==> src/rtl/pixunp_pkg.sv <==
package pixunp_pkg;

  localparam int WORD_W = 32;

  typedef enum logic [2:0] {
    FMT_IDX, FMT_5551, FMT_565, FMT_444, FMT_888
  } pix_fmt_e;

  typedef enum logic [1:0] {
    ORD_LE, ORD_BE_BYTE, ORD_BE_PIX
  } pix_ord_e;

  typedef struct packed {
    pix_fmt_e    fmt;
    pix_ord_e    ord;
    logic [2:0]  lg;
    logic        swap;
  } pix_mode_t;

  // log2 of bits per pixel for a depth code
  function automatic logic [2:0] depth_lg(input logic [2:0] d);
    case (d)
      3'd0, 3'd1, 3'd2, 3'd3, 3'd5: return d;
      default:                      return 3'd4;
    endcase
  endfunction

  // bit offset of pixel k inside the word
  function automatic logic [4:0] pix_offset(input pix_ord_e ord,
                                            input logic [2:0] lg,
                                            input logic [4:0] k);
    logic [5:0] lin, wid, off;
    lin = 6'(k) << lg;
    wid = 6'd1 << lg;
    case (ord)
      ORD_BE_BYTE: off = 6'd32 - (lin + wid);
      ORD_BE_PIX:  off = (lg < 3'd3) ?
                         ({lin[5:3], 3'b000} + (6'd8 - {3'b000, lin[2:0]} - wid)) : lin;
      default:     off = lin;
    endcase
    return off[4:0];
  endfunction

  // low bits of the word starting at off, masked to the pixel width
  function automatic logic [23:0] pick_field(input logic [WORD_W-1:0] w,
                                             input logic [4:0] off,
                                             input logic [2:0] lg);
    logic [23:0] m;
    case (lg)
      3'd0: m = 24'h000001;
      3'd1: m = 24'h000003;
      3'd2: m = 24'h00000F;
      3'd3: m = 24'h0000FF;
      3'd4: m = 24'h00FFFF;
      default: m = 24'hFFFFFF;
    endcase
    return 24'(w >> off) & m;
  endfunction

endpackage

==> src/rtl/pixunp_mode_decode.sv <==
module pixunp_mode_decode
  import pixunp_pkg::*;
#(
  parameter bit EXTENDED = 1'b0
) (
  input  logic [2:0] depth,
  input  logic       bgr,
  input  logic       be_byte,
  input  logic       be_pix,
  input  logic [1:0] mux_sel,
  output pix_mode_t  mode
);

  pix_fmt_e base16_fmt;
  logic     base16_swap;

  generate
    if (EXTENDED) begin : g_ext
      assign base16_fmt  = FMT_5551;
      assign base16_swap = bgr;
      logic unused_mux;
      assign unused_mux = ^mux_sel;
    end else begin : g_base
      always_comb begin
        base16_fmt  = (mux_sel == 2'd1) ? FMT_5551 : FMT_565;
        base16_swap = (mux_sel == 2'd3) ? 1'b1 : bgr;
      end
    end
  endgenerate

  always_comb begin
    mode.lg   = depth_lg(depth);
    mode.swap = bgr;
    mode.ord  = be_byte ? ORD_BE_BYTE : (be_pix ? ORD_BE_PIX : ORD_LE);
    case (depth)
      3'd4: begin
        mode.fmt  = base16_fmt;
        mode.swap = base16_swap;
      end
      3'd5:    mode.fmt = FMT_888;
      3'd6:    mode.fmt = FMT_565;
      3'd7:    mode.fmt = FMT_444;
      default: mode.fmt = FMT_IDX;
    endcase
  end

endmodule

==> src/rtl/pixunp_color_expand.sv <==
module pixunp_color_expand
  import pixunp_pkg::*;
(
  input  logic [23:0] field,
  input  pix_fmt_e    fmt,
  input  logic        swap,
  output logic [7:0]  pal_idx,
  input  logic [23:0] pal_rgb,
  output logic [23:0] rgb
);

  logic [7:0] r, g, b;

  assign pal_idx = field[7:0];

  always_comb begin
    case (fmt)
      FMT_5551: begin
        r = {field[4:0],   3'b000};
        g = {field[9:5],   3'b000};
        b = {field[14:10], 3'b000};
      end
      FMT_565: begin
        r = {field[4:0],   3'b000};
        g = {field[10:5],  2'b00};
        b = {field[15:11], 3'b000};
      end
      FMT_444: begin
        r = {field[3:0],  4'h0};
        g = {field[7:4],  4'h0};
        b = {field[11:8], 4'h0};
      end
      FMT_888: begin
        r = field[7:0];
        g = field[15:8];
        b = field[23:16];
      end
      default: begin
        r = pal_rgb[23:16];
        g = pal_rgb[15:8];
        b = pal_rgb[7:0];
      end
    endcase
    rgb = swap ? {b, g, r} : {r, g, b};
  end

endmodule

==> src/rtl/pixunp_line_len.sv <==
module pixunp_line_len #(
  parameter int COLS_W = 12
) (
  input  logic [COLS_W-1:0] cols,
  input  logic [2:0]        depth,
  output logic [COLS_W+1:0] bytes
);

  localparam int BW = COLS_W + 2;

  function automatic logic [BW-1:0] calc(input logic [COLS_W-1:0] c,
                                         input logic [2:0] d);
    logic [BW-1:0] cx;
    cx = BW'(c);
    case (d)
      3'd0:    return cx >> 3;
      3'd1:    return cx >> 2;
      3'd2:    return cx >> 1;
      3'd3:    return cx;
      3'd5:    return cx << 2;
      default: return cx << 1;
    endcase
  endfunction

  assign bytes = calc(cols, depth);

endmodule

==> src/rtl/pixunp_top.sv <==
module pixunp_top
  import pixunp_pkg::*;
#(
  parameter int COLS_W   = 12,
  parameter bit EXTENDED = 1'b0
) (
  input  logic              clk,
  input  logic              rst_n,
  input  logic [2:0]        cfg_depth,
  input  logic              cfg_bgr,
  input  logic              cfg_be_byte,
  input  logic              cfg_be_pix,
  input  logic [1:0]        mux_sel,
  input  logic [COLS_W-1:0] cfg_cols,
  output logic [COLS_W+1:0] line_bytes,
  input  logic              in_valid,
  input  logic [31:0]       in_word,
  output logic              in_ready,
  output logic [7:0]        pal_idx,
  input  logic [23:0]       pal_rgb,
  output logic              out_valid,
  output logic [23:0]       out_rgb,
  input  logic              out_ready
);

  pix_mode_t         mode_d, mode_q;
  logic [WORD_W-1:0] word_q;
  logic [4:0]        idx_q;
  logic              held_q;

  // named events for the checker
  logic [4:0]  last_idx;
  logic        last_pix;
  logic        word_take;
  logic        pix_fire;
  logic        cur_is_idx;
  logic [2:0]  cur_lg;
  logic [4:0]  bit_off;
  logic [23:0] field;

  pixunp_mode_decode #(.EXTENDED(EXTENDED)) u_dec (
    .depth   (cfg_depth),
    .bgr     (cfg_bgr),
    .be_byte (cfg_be_byte),
    .be_pix  (cfg_be_pix),
    .mux_sel (mux_sel),
    .mode    (mode_d)
  );

  pixunp_line_len #(.COLS_W(COLS_W)) u_len (
    .cols  (cfg_cols),
    .depth (cfg_depth),
    .bytes (line_bytes)
  );

  assign last_idx   = 5'd31 >> mode_q.lg;
  assign last_pix   = (idx_q == last_idx);
  assign in_ready   = !held_q || (out_ready && last_pix);
  assign word_take  = in_valid && in_ready;
  assign pix_fire   = held_q && out_ready;
  assign out_valid  = held_q;
  assign cur_is_idx = (mode_q.fmt == FMT_IDX);
  assign cur_lg     = mode_q.lg;

  assign bit_off = pix_offset(mode_q.ord, mode_q.lg, idx_q);
  assign field   = pick_field(word_q, bit_off, mode_q.lg);

  pixunp_color_expand u_exp (
    .field   (field),
    .fmt     (mode_q.fmt),
    .swap    (mode_q.swap),
    .pal_idx (pal_idx),
    .pal_rgb (pal_rgb),
    .rgb     (out_rgb)
  );

  always_ff @(posedge clk) begin
    if (!rst_n) begin
      held_q <= 1'b0;
      idx_q  <= '0;
      word_q <= '0;
      mode_q <= '0;
    end else if (word_take) begin
      held_q <= 1'b1;
      idx_q  <= '0;
      word_q <= in_word;
      mode_q <= mode_d;
    end else if (pix_fire) begin
      if (last_pix) held_q <= 1'b0;
      else          idx_q  <= idx_q + 5'd1;
    end
  end

endmodule

==> config.mk <==
export PLATFORM = sky130hd
export DESIGN_NAME = pixunp_top
export DESIGN_NICKNAME = d
export VERILOG_FILES = /design/src/rtl/pixunp_pkg.sv /design/src/rtl/pixunp_mode_decode.sv /design/src/rtl/pixunp_color_expand.sv /design/src/rtl/pixunp_line_len.sv /design/src/rtl/pixunp_top.sv
export SDC_FILE = /design/constraint.sdc
export NUM_CORES = 1
export LEC_CHECK = 0
export ABC_AREA = 1
export BUFFER_PORTS_ARGS = -buffer_cell sky130_fd_sc_hd__buf_2
export CAP_MARGIN = 20
export CELL_PAD_IN_SITES_DETAIL_PLACEMENT = 1
export CELL_PAD_IN_SITES_GLOBAL_PLACEMENT = 1
export CORE_UTILIZATION = 41
export CTS_BUF_LIST = sky130_fd_sc_hd__clkbuf_4
export CTS_CLUSTER_SIZE = 14
export DETAILED_ROUTE_END_ITERATION = 8
export PLACE_DENSITY = 0.94
export SLEW_MARGIN = 40
export SYNTH_ARGS = -nofsm -noshare
export SYNTH_HDL_FRONTEND = slang
export SYNTH_SLANG_ARGS = --single-unit
==> constraint.sdc <==
create_clock -name clk -period 8.75 [get_ports clk]
set_clock_uncertainty 0.15 [all_clocks]
set_input_delay 0.875 -clock clk [delete_from_list [all_inputs] [get_ports clk]]
set_output_delay 0.875 -clock clk [all_outputs]
set_load 0.005 [all_outputs]
==> impl_results.md <==
- Status: complete, no violations
- Pins Over Slew Limit: 0
- CTS tree: done
- Part of the power in registers: about 28%
- Worst setup EP type: output pin
- Post-CTS Hold Fix Bufs: 0
- Arrival @ worst endpoint: 5.01 ns
- Post-CTS Setup Bufs: 0
- First-pass GRT wire length: 34.0 mm
- Max incr delay on CP: about 0.7 ns
- Met3 WL: 1.43 mm
- Total congestion overflow: 0
- Ys flop type: dfxtp_1
- Internal power: approximately 0.45 mW
- DR WL/cell: roughly 17 um
- Row count: 41
- Clock power share: between 10% and 20%
- Uppermost routed layer: met4
- Fillcell total: between 1500 and 2000
- Largest net degree at the start of global routing: 55
- Synth Cell Area: approximately 5500 um^2
- Final hold viol count: 0
- Max Clk Rate: 166 MHz
- Setup violators final: 0
- Max VDD drop: a little under 0.00009 V
- Area after DPL: approximately 6000 um^2
- WL met2: between 9 and 10 mm
- CTS sink count: 47
- RSZ-0062 raised after global routing: false
- PostCTS Resize Cnt: 0
- DIE AREA: between 10000 and 15000 um^2
- Sum of buffers and inverters on the critical path: 8
- Leak pwr: between 3 and 4 nW
- DIE WIDTH: 118 um
- Share of cells above drive strength 1: 17.6%
- CTS Buf Count: 5
- Clock transition at path regs: 0.13 ns
- Worst Hold Class: flip-flop to flip-flop
- First-pass DRT Iterations: 7
- MaxCap Viol Count: 0
- Antenna violations before repair: 1
- Antenna Violating Nets Remaining: 0
- H-tree depth: 2
- Vias per cell: just under 6
- Initial Utilization: 42.8%
- Syn_area_per_cell: between 5 and 6 um^2
- Post-Route WL: just over 20 mm
- Post-route DRC: 0
- HPWL after detailed placement: roughly 16 mm
- NetSw: approximately 0.43 mW
- Met1 WL: roughly 9.3 mm
- Seq/Total Area, Yosys: approximately 17%
- Syn Inst Count: slightly below 1000
- Worst slew pin tran: roughly 0.76 ns
- Via count: about 7300
- Clock root buffer master: clkbuf_4
- DRT iter0 DRCs: approximately 590
- Sw Share: between 40% and 50%
- Required @ worst endpoint: around 7.7 ns
- Cell variety after synth: 45
- Core region area: 12900 um^2
- Period utilization: around 69%
- Global Route Usage Sum: between 20 and 30%
- Combinational share of power: a little under three fifths
- Flops & latches, synth: 47
- Max clock buf depth: 2
- Worst skew pair latency: just under 0.4 ns
- Ys async rst share: 0%
- Vias in the first global route: 6953
- Syn nets: about 1100
- Slew HR: between 40% and 50%
- Most frequent CP cell: nand2_1
- Critical path class: flip-flop to output pin
- Multi-input logic area: just under 4000 um^2
- Ys Warns: 0
- Setup TNS: 0 ns
- Layout Utilization: 48.0%
- Cell Pwr Density: ~140 nW/um^2
- Post-synth EDFFs: 0
- FF/Latch Area: roughly 940 um^2
- IO Pins: between 100 and 150
- Crit start category: flip-flop
- CP delay by family, top: simple AND/OR/NAND/NOR gates
- Port bufs: around 130
- Final Wtd Congestion: ~0.97
- Final worst path period need: ~6.0 ns
- Crit-path slowest cell: dfxtp_1
- Die height: 118 um
- Worst Path Max Fanout: 37
- Fin area: ~6000 um^2
- Nets: between 1000 and 1500
- Syn-to-layout area delta: 12.1%
## logic make-up after synthesis
group                      Yosys count  synth area share, %
and+or+nand+nor                    640                 53.2
adders and majority gates           12                 3.00
DFF                                 47                 17.1
AOI/OAI and AO/OA                  139                 14.9
buffers and inverters              142                 11.6
xor gates and xnor gates             2                0.318
## through the flow
stage / std cells / power (mW) / hold WS, ns / setup WS (ns)
finish: 1238 / 0.884 / 0.335 / 2.71
global route: 1238 / 0.953 / 0.377 / 2.38
CTS: 1237 / 0.876 / 0.337 / 2.77
detailed placement: 1229 / 0.739 / 0.318 / 3.19
global placement: 1229 / 0.722 / 0.309 / 2.93
floorplan: 982 / 0.597 / 0.294 / 4.42
## cells in the mapped netlist (3+ instances only)
| cell | n | area (um^2) |
|---|---|---|
| buf_6 | 4 | 45.0 |
| a21oi_1 | 27 | 135 |
| o21ai_0 | 55 | 275 |
| clkbuf_1 | 16 | 60.1 |
| o21ai_1 | 13 | 65.1 |
| a221oi_1 | 8 | 70.1 |
| buf_4 | 12 | 90.1 |
| dfxtp_1 | 47 | 941 |
| nand2_2 | 10 | 62.6 |
| clkinv_1 | 4 | 15.0 |
| nand2_1 | 260 | 976 |
| nor2_1 | 87 | 327 |
| buf_2 | 19 | 95.1 |
| nand3_1 | 216 | 1080 |
| o211ai_1 | 4 | 30.0 |
| ha_1 | 10 | 125 |
| nor3_1 | 4 | 20.0 |
| o221ai_1 | 9 | 78.8 |
| nand3_2 | 6 | 60.1 |
| nand4_1 | 37 | 231 |
| o22ai_1 | 15 | 93.8 |
| buf_1 | 3 | 11.3 |
| nor2_2 | 6 | 37.5 |
| inv_1 | 71 | 267 |
| inv_2 | 11 | 41.3 |
## metal layers
layer,up-vias,global-route usage [%]
met5,-,0
met4,0,8.73
met3,40,4.41
met2,317,48.0
met1,3433,39.3
li1,3504,-
## cells in the final DEF, fill, tap and decap left out, types with 4 or more instances in the layout
cell type  instances
inv_1             71
o221ai_1           9
nand3_2            6
nand2_1          258
nand3_1          216
buf_2            127
a21oi_1           27
a221oi_1           8
o22ai_1           15
o211ai_1           4
inv_2             11
nand2_2           11
nor3_1             4
dfxtp_1           46
o21ai_1           13
nor2_1            86
clkinv_1           4
nand4_1           37
o21ai_0           55
clkbuf_4           5
ha_1              10
nor2_2             7
## final timing paths
check	start	end	slack, ns	cells after the start
setup / recovery	cur_lg[0]$_SDFFE_PN0P_	out_rgb[19]	2.71	29
hold / removal	word_q[31]$_SDFFE_PN0P_	word_q[31]$_SDFFE_PN0P_	0.33	2
setup reg to reg	cur_lg[0]$_SDFFE_PN0P_	mode_q[0]$_SDFFE_PN0P_	5.51	12
hold reg to reg	word_q[31]$_SDFFE_PN0P_	word_q[31]$_SDFFE_PN0P_	0.33	2
## power groups by stage
stage          logic [mW]  clock network [mW]  registers (mW)
2_1_floorplan       0.354                   0           0.243
3_3_place_gp        0.471                   0           0.251
3_5_place_dp        0.486                   0           0.253
4_1_cts             0.488               0.139           0.248
5_1_grt             0.553               0.149           0.251
6_report            0.498               0.138           0.249
## area by class of cell
type	count	share of cell area (%)
inverters	88	5.43
clock inverters	3	0.750
flip-flops and latches	47	15.3
diodes	1	0.0405
repair buffers	129	10.5
clock buffers	5	0.608
multi-input cells	793	63.9
well taps	172	3.49
## tightest hold or removal path: cells and delay by family, from the launching register on
kind,cells,cell delay (ns)
DFF,1,0.34
buffers and inverters,1,0.06
AOI/OAI and AO/OA,1,0.05
## sequential cells by signal (all words and copies together), names as in the netlist
| register | flops |
|---|---|
| idx_q | 5 |
| cur_lg | 3 |
| out_valid | 1 |
| mode_q | 6 |
| word_q | 32 |
(Power assumes the default switching activity.)
